`src/rtl/cnt_timer_pkg.sv`:
```
package cnt_timer_pkg;

  typedef enum logic [1:0] {
    MD_TIMER = 2'd0,
    MD_COUNT = 2'd1,
    MD_WDOG  = 2'd2,
    MD_ALT   = 2'd3
  } mode_e;

  localparam logic [1:0] A_PRELOAD = 2'd0;
  localparam logic [1:0] A_CTRL    = 2'd1;
  localparam logic [1:0] A_CMD     = 2'd2;

  localparam int CMD_START = 0;
  localparam int CMD_STOP  = 1;
  localparam int CMD_CLEAR = 2;

  localparam int CTL_SEL_LO  = 0;
  localparam int CTL_MODE_LO = 3;
  localparam int CTL_PULSE   = 5;

endpackage

```
`src/rtl/cnt_timer_regs.sv`:
```
module cnt_timer_regs
  import cnt_timer_pkg::*;
#(
  parameter int CNT_W = 16,
  parameter int SEL_W = 3
) (
  input  logic             clk,
  input  logic             rst,
  input  logic             wr_en,
  input  logic [1:0]       wr_addr,
  input  logic [CNT_W-1:0] wr_data,
  output logic [CNT_W-1:0] preload,
  output logic [SEL_W-1:0] sel,
  output logic [1:0]       mode,
  output logic             pulse_mode,
  output logic             cmd_start,
  output logic             cmd_stop,
  output logic             cmd_clear
);

  logic cmd_wr;

  always_ff @(posedge clk) begin
    if (rst) begin
      preload    <= '0;
      sel        <= '0;
      mode       <= MD_TIMER;
      pulse_mode <= 1'b0;
    end else if (wr_en) begin
      if (wr_addr == A_PRELOAD) preload <= wr_data;
      if (wr_addr == A_CTRL) begin
        sel        <= wr_data[CTL_SEL_LO +: SEL_W];
        mode       <= wr_data[CTL_MODE_LO +: 2];
        pulse_mode <= wr_data[CTL_PULSE];
      end
    end
  end

  assign cmd_wr    = wr_en && (wr_addr == A_CMD);
  assign cmd_start = cmd_wr && wr_data[CMD_START];
  assign cmd_stop  = cmd_wr && wr_data[CMD_STOP];
  assign cmd_clear = cmd_wr && wr_data[CMD_CLEAR];

endmodule

```
`src/rtl/cnt_timer_srcsel.sv`:
```
module cnt_timer_srcsel #(
  parameter int NSRC  = 8,
  parameter int SEL_W = 3
) (
  input  logic [NSRC-2:0] src_tick,
  input  logic            rx_char,
  input  logic [SEL_W-1:0] sel,
  output logic            tick
);

  logic [NSRC-1:0] all_src;
  logic [NSRC-1:0] hit;

  assign all_src = {rx_char, src_tick};

  for (genvar g = 0; g < NSRC; g++) begin : g_match
    assign hit[g] = all_src[g] && (sel == SEL_W'(g));
  end

  assign tick = |hit;

endmodule

```
`src/rtl/cnt_timer_core.sv`:
```
module cnt_timer_core
  import cnt_timer_pkg::*;
#(
  parameter int CNT_W = 16
) (
  input  logic             clk,
  input  logic             rst,
  input  logic [CNT_W-1:0] preload,
  input  logic [1:0]       mode,
  input  logic             pulse_mode,
  input  logic             cmd_start,
  input  logic             cmd_stop,
  input  logic             cmd_clear,
  input  logic             tick,
  input  logic             rx_char,
  output logic [CNT_W:0]   cnt_q,
  output logic             run_q,
  output logic             term,
  output logic             irq,
  output logic             tmr_out
);

  localparam logic [CNT_W:0] ONE  = (CNT_W+1)'(1);
  localparam logic [CNT_W:0] FULL = ONE << CNT_W;

  logic [CNT_W:0] load_val;
  logic           wd_reload;
  logic           act;

  assign load_val  = (preload == '0) ? FULL : {1'b0, preload};
  assign act       = run_q && !cmd_start && !cmd_stop;
  assign wd_reload = act && (mode == MD_WDOG) && rx_char;
  assign term      = act && !wd_reload && tick && (cnt_q == ONE);

  always_ff @(posedge clk) begin
    if (rst) begin
      cnt_q <= '0;
      run_q <= 1'b0;
    end else if (cmd_stop) begin
      run_q <= 1'b0;
    end else if (cmd_start) begin
      cnt_q <= load_val;
      run_q <= 1'b1;
    end else if (run_q) begin
      if (wd_reload) begin
        cnt_q <= load_val;
      end else if (tick) begin
        if (cnt_q == ONE) begin
          if (mode == MD_COUNT) begin
            cnt_q <= '0;
            run_q <= 1'b0;
          end else begin
            cnt_q <= load_val;
          end
        end else begin
          cnt_q <= cnt_q - ONE;
        end
      end
    end
  end

  always_ff @(posedge clk) begin
    if (rst) begin
      irq <= 1'b0;
    end else if (term) begin
      irq <= 1'b1;
    end else if (cmd_clear) begin
      irq <= 1'b0;
    end
  end

  always_ff @(posedge clk) begin
    if (rst) begin
      tmr_out <= 1'b0;
    end else if (pulse_mode) begin
      tmr_out <= term;
    end else if (cmd_start && !cmd_stop) begin
      tmr_out <= 1'b0;
    end else if (term) begin
      tmr_out <= ~tmr_out;
    end
  end

endmodule

```
`src/rtl/cnt_timer.sv`:
```
module cnt_timer
  import cnt_timer_pkg::*;
#(
  parameter int CNT_W = 16,
  parameter int NSRC  = 8
) (
  input  logic             clk,
  input  logic             rst,
  input  logic             wr_en,
  input  logic [1:0]       wr_addr,
  input  logic [CNT_W-1:0] wr_data,
  input  logic [NSRC-2:0]  src_tick,
  input  logic             rx_char,
  output logic             tmr_out,
  output logic             irq
);

  localparam int SEL_W = $clog2(NSRC);

  logic [CNT_W-1:0] preload;
  logic [SEL_W-1:0] sel;
  logic [1:0]       mode;
  logic             pulse_mode;
  logic             cmd_start, cmd_stop, cmd_clear;
  logic             tick;
  logic [CNT_W:0]   cnt_q;
  logic             run_q;
  logic             term;

  cnt_timer_regs #(.CNT_W(CNT_W), .SEL_W(SEL_W)) u_regs (
    .clk(clk), .rst(rst), .wr_en(wr_en), .wr_addr(wr_addr), .wr_data(wr_data),
    .preload(preload), .sel(sel), .mode(mode), .pulse_mode(pulse_mode),
    .cmd_start(cmd_start), .cmd_stop(cmd_stop), .cmd_clear(cmd_clear)
  );

  cnt_timer_srcsel #(.NSRC(NSRC), .SEL_W(SEL_W)) u_src (
    .src_tick(src_tick), .rx_char(rx_char), .sel(sel), .tick(tick)
  );

  cnt_timer_core #(.CNT_W(CNT_W)) u_core (
    .clk(clk), .rst(rst), .preload(preload), .mode(mode),
    .pulse_mode(pulse_mode), .cmd_start(cmd_start), .cmd_stop(cmd_stop),
    .cmd_clear(cmd_clear), .tick(tick), .rx_char(rx_char),
    .cnt_q(cnt_q), .run_q(run_q), .term(term), .irq(irq), .tmr_out(tmr_out)
  );

endmodule

```
`config.mk`:
```
export PLATFORM = sky130hd
export DESIGN_NAME = cnt_timer
export DESIGN_NICKNAME = d
export VERILOG_FILES = /design/src/rtl/cnt_timer_pkg.sv /design/src/rtl/cnt_timer_regs.sv /design/src/rtl/cnt_timer_srcsel.sv /design/src/rtl/cnt_timer_core.sv /design/src/rtl/cnt_timer.sv
export SDC_FILE = /design/constraint.sdc
export NUM_CORES = 1
export LEC_CHECK = 0
export ABC_CLOCK_PERIOD_IN_PS = 5400
export BUFFER_PORTS_ARGS = -buffer_cell sky130_fd_sc_hd__buf_2
export CAP_MARGIN = 20
export CORE_ASPECT_RATIO = 1.75
export CORE_MARGIN = 2
export CORE_UTILIZATION = 64
export CTS_BUF_LIST = sky130_fd_sc_hd__clkbuf_8
export CTS_CLUSTER_DIAMETER = 100
export DETAILED_ROUTE_END_ITERATION = 8
export GPL_ROUTABILITY_DRIVEN = 0
export PLACE_DENSITY = 0.95
export RECOVER_POWER = 50
export SYNTH_ARGS = -nofsm -noshare
export SYNTH_HDL_FRONTEND = slang
export SYNTH_SLANG_ARGS = --single-unit
```
`constraint.sdc`:
```
create_clock -name clk -period 5.4 [get_ports clk]
set_input_delay 0.54 -clock clk [delete_from_list [all_inputs] [get_ports clk]]
set_output_delay 0.54 -clock clk [all_outputs]
set_load 0.05 [all_outputs]
```
==> results.toml <==
[synth]
ys_warn_count = 0
yosysSeqAreaShare_pct = 34.6
async_reset_ff_share_pct = 0
synth_edf_count = 0
synthDistinctLibCells = 48
syn_inst = 276
synth.cell_area_um2 = 2430
synth-seq-cells = 42
avgSynthCellArea_um2 = 8.82
synth_nets = 307
dominantRegCellSynth = "dfxtp_1"

[hold_path]
hold_path_depth = 3
whs_endpoint = "u_regs.preload[15]$_SDFFE_PP0P_"
hp-class = "input pin to flop"
hp-start = "wr_data[15]"

[power]
power_density_nw_per_um2 = 279
leakage_nw = 1.07
power_uw = 745
ir_drop_mv = 0.228

[place]
pre_cts_slack_ps = 2920
dpl.hpwl_mm = 4.09
place_area_um2 = 2540
portBuffers = 30

[critical_path]
r2r_slack_ps = 3090
reg2reg_from = "u_core.cnt_q[0]$_SDFFE_PP0P_"
worstPathArrival_ps = 2470
reg2regPathDepth = 7
path_cells = "inv_1, ha_1, nor3b_1, nand2_1, or3_1, a21oi_2, o32ai_2"
crit_buf_inv = 1
cp_slowest_stage_delay_ps = 530
worstPathMaxFanout = 6
startpoint_type = "flop"
required_ps = 5560
criticalPathCategory = "flop to flop"
endpoint_kind = "flop"
r2r_end = "u_core.cnt_q[10]$_SDFFE_PP0P_"
cp_slowest_cell = "nor3b_1"
cp_top_family = "simple AND/OR/NAND/NOR gates"

[die]
rows = 29
core_um2 = 3630
start_util_pct = 67.1
dieArea_um2 = 4330
fp.dieW_um = 50.6
die_h_um = 85.6
ios = 31

[finish]
final_cell_mix = "48 x nand2_1, 42 x dfxtp_1, 29 x buf_2, 24 x nor2_1, 21 x a21oi_1"
layout_commonest_cell = "nand2_1"
fin_area_um2 = 2670
antenna_cells = 0
finalNetCount = 330
drive_above_1_share_pct = 23.3
syn_to_final_growth_pct = 9.56

[global_route]
grt_pass1_vias = 2195
grt_first_pass_wirelength_mm = 9.74
antenna_found_initial = 0
grt_start_max_net_pins = 38
grt_use_total_pct = 28.9
grt_overflow = 0

[timing]
setup_ws_ps = 3090
finalSetupViolations = 0
max_clock_freq_mhz = 434
fin_crit_sh_pct = 42.7
hold_viol = 0
grt_setup_unrepaired = "no"
slew_headroom_pct = 41.9
tightest_slew_ps = 870
period_minus_slack_ps = 2310
slew_viol_final = 0
clock_skew_ps = 8.34
finalSetupTns_ps = 0

[flow_run]
maxCapViolations = 0

[clock_tree]
cts.sink_count = 42
root_buffer = "clkbuf_8"
clk_latency_ps = 300
cts_setup_buffers = 0
cts.clk_slew.worst_paths_ps = 80
cts.path.max_buffers = 2
htreeDepth = 2
ctsHoldBuffers = 0
cts_tree = "yes"
cts_made_buffers = 5
cts_resized = 0

[routing]
vias_per_cell = 6.51
totalWireLength_mm = 5.81
vias = 2253
drc_errors = 0
ant_nets = 0
wire_per_inst_um = 16.8
first_pass_iters = 6
drt_iter0_markers = 76

[run_status]
status = "finished, final reports clean"
## how the worst max path moves through the flow
stage	startpoint	slack, ps	to	cells after the start
after floorplan	wr_addr[1]	3470	u_core.cnt_q[3]$_SDFFE_PP0P_	6
after global placement	wr_addr[1]	2980	u_core.cnt_q[0]$_SDFFE_PP0P_	6
after detailed placement	wr_addr[1]	2920	u_core.cnt_q[1]$_SDFFE_PP0P_	6
after CTS	u_regs.sel[2]$_SDFFE_PP0P_	3030	u_core.cnt_q[1]$_SDFFE_PP0P_	5
after global routing	u_core.cnt_q[1]$_SDFFE_PP0P_	2980	u_core.cnt_q[6]$_SDFFE_PP0P_	7
final	u_core.cnt_q[0]$_SDFFE_PP0P_	3090	u_core.cnt_q[10]$_SDFFE_PP0P_	7
## where the power goes
part,leakage (nW),internal [mW],switching [mW],total [mW]
Sequential,0.341,0.322,0.0147,0.336
Clock,0.0478,0.105,0.113,0.219
Combinational,0.681,0.0776,0.113,0.190
## tightest hold or removal path: cells and delay by family
family | cells | cell delay [ps]
AND/OR/NAND/NOR | 1 | 40
buffers and inverters | 1 | 90
AO/OA/AOI/OAI | 1 | 50
## routing by layer
| metal | share of wire, % | track usage [%] |
|---|---|---|
| met5 | 0 | 0 |
| met4 | 5.5 | 18.7 |
| met3 | 5.0 | 4.01 |
| met2 | 51 | 49.6 |
| met1 | 38 | 32.7 |
## cell usage after synthesis, types with 4 or more instances
master | number | share of area [%]
a21oi_2 | 9 | 3.2
nor4_1 | 6 | 1.5
mux2i_1 | 14 | 5.8
nor2_1 | 24 | 3.7
buf_6 | 6 | 2.8
dfxtp_1 | 42 | 35
nor3_1 | 4 | 0.82
inv_1 | 7 | 1.1
nand3_1 | 5 | 1.0
clkbuf_1 | 8 | 1.2
a221oi_1 | 4 | 1.4
nand2_1 | 48 | 7.4
o32ai_2 | 8 | 5.3
a22oi_1 | 6 | 1.9
a21oi_1 | 21 | 4.3
nor3b_1 | 5 | 1.5
or3_1 | 4 | 1.0
## cell families after synthesis
family / after synthesis / share of synthesized area (%)
muxes: 15 / 6.68
DFF: 42 / 34.6
buffers and inverters: 23 / 5.50
adders and majority gates: 2 / 1.03
and+or+nand+nor: 123 / 27.4
AOI/OAI and AO/OA: 69 / 24.1
xor gates and xnor gates: 2 / 0.720
## final cells by class
cell class                 count  area, um2
inverter                       7       26.3
sequential                    42        841
multi-input combinational    211       1460
fill                         259        962
clock buffer                   6       82.6
clock inverter                 2       16.3
tap                           46       57.6
timing repair buffer          32        184
## sequential cells by signal, summed over array words and instances (netlist names)
| register | flops |
|---|---|
| u_core.irq | 1 |
| u_regs.pulse_mode | 1 |
| u_regs.preload | 16 |
| u_core.tmr_out | 1 |
| u_regs.mode | 2 |
| u_core.cnt_q | 17 |
| u_core.run_q | 1 |
| u_regs.sel | 3 |
## stage by stage
stage,utilization [%],hold WS [ps],std cells
global placement,70.0,464,337
detailed placement,70.0,477,337
finish,73.5,471,346
floorplan,-,448,276
global route,73.5,472,346
CTS,72.8,470,345
(Power assumes the default switching activity.)
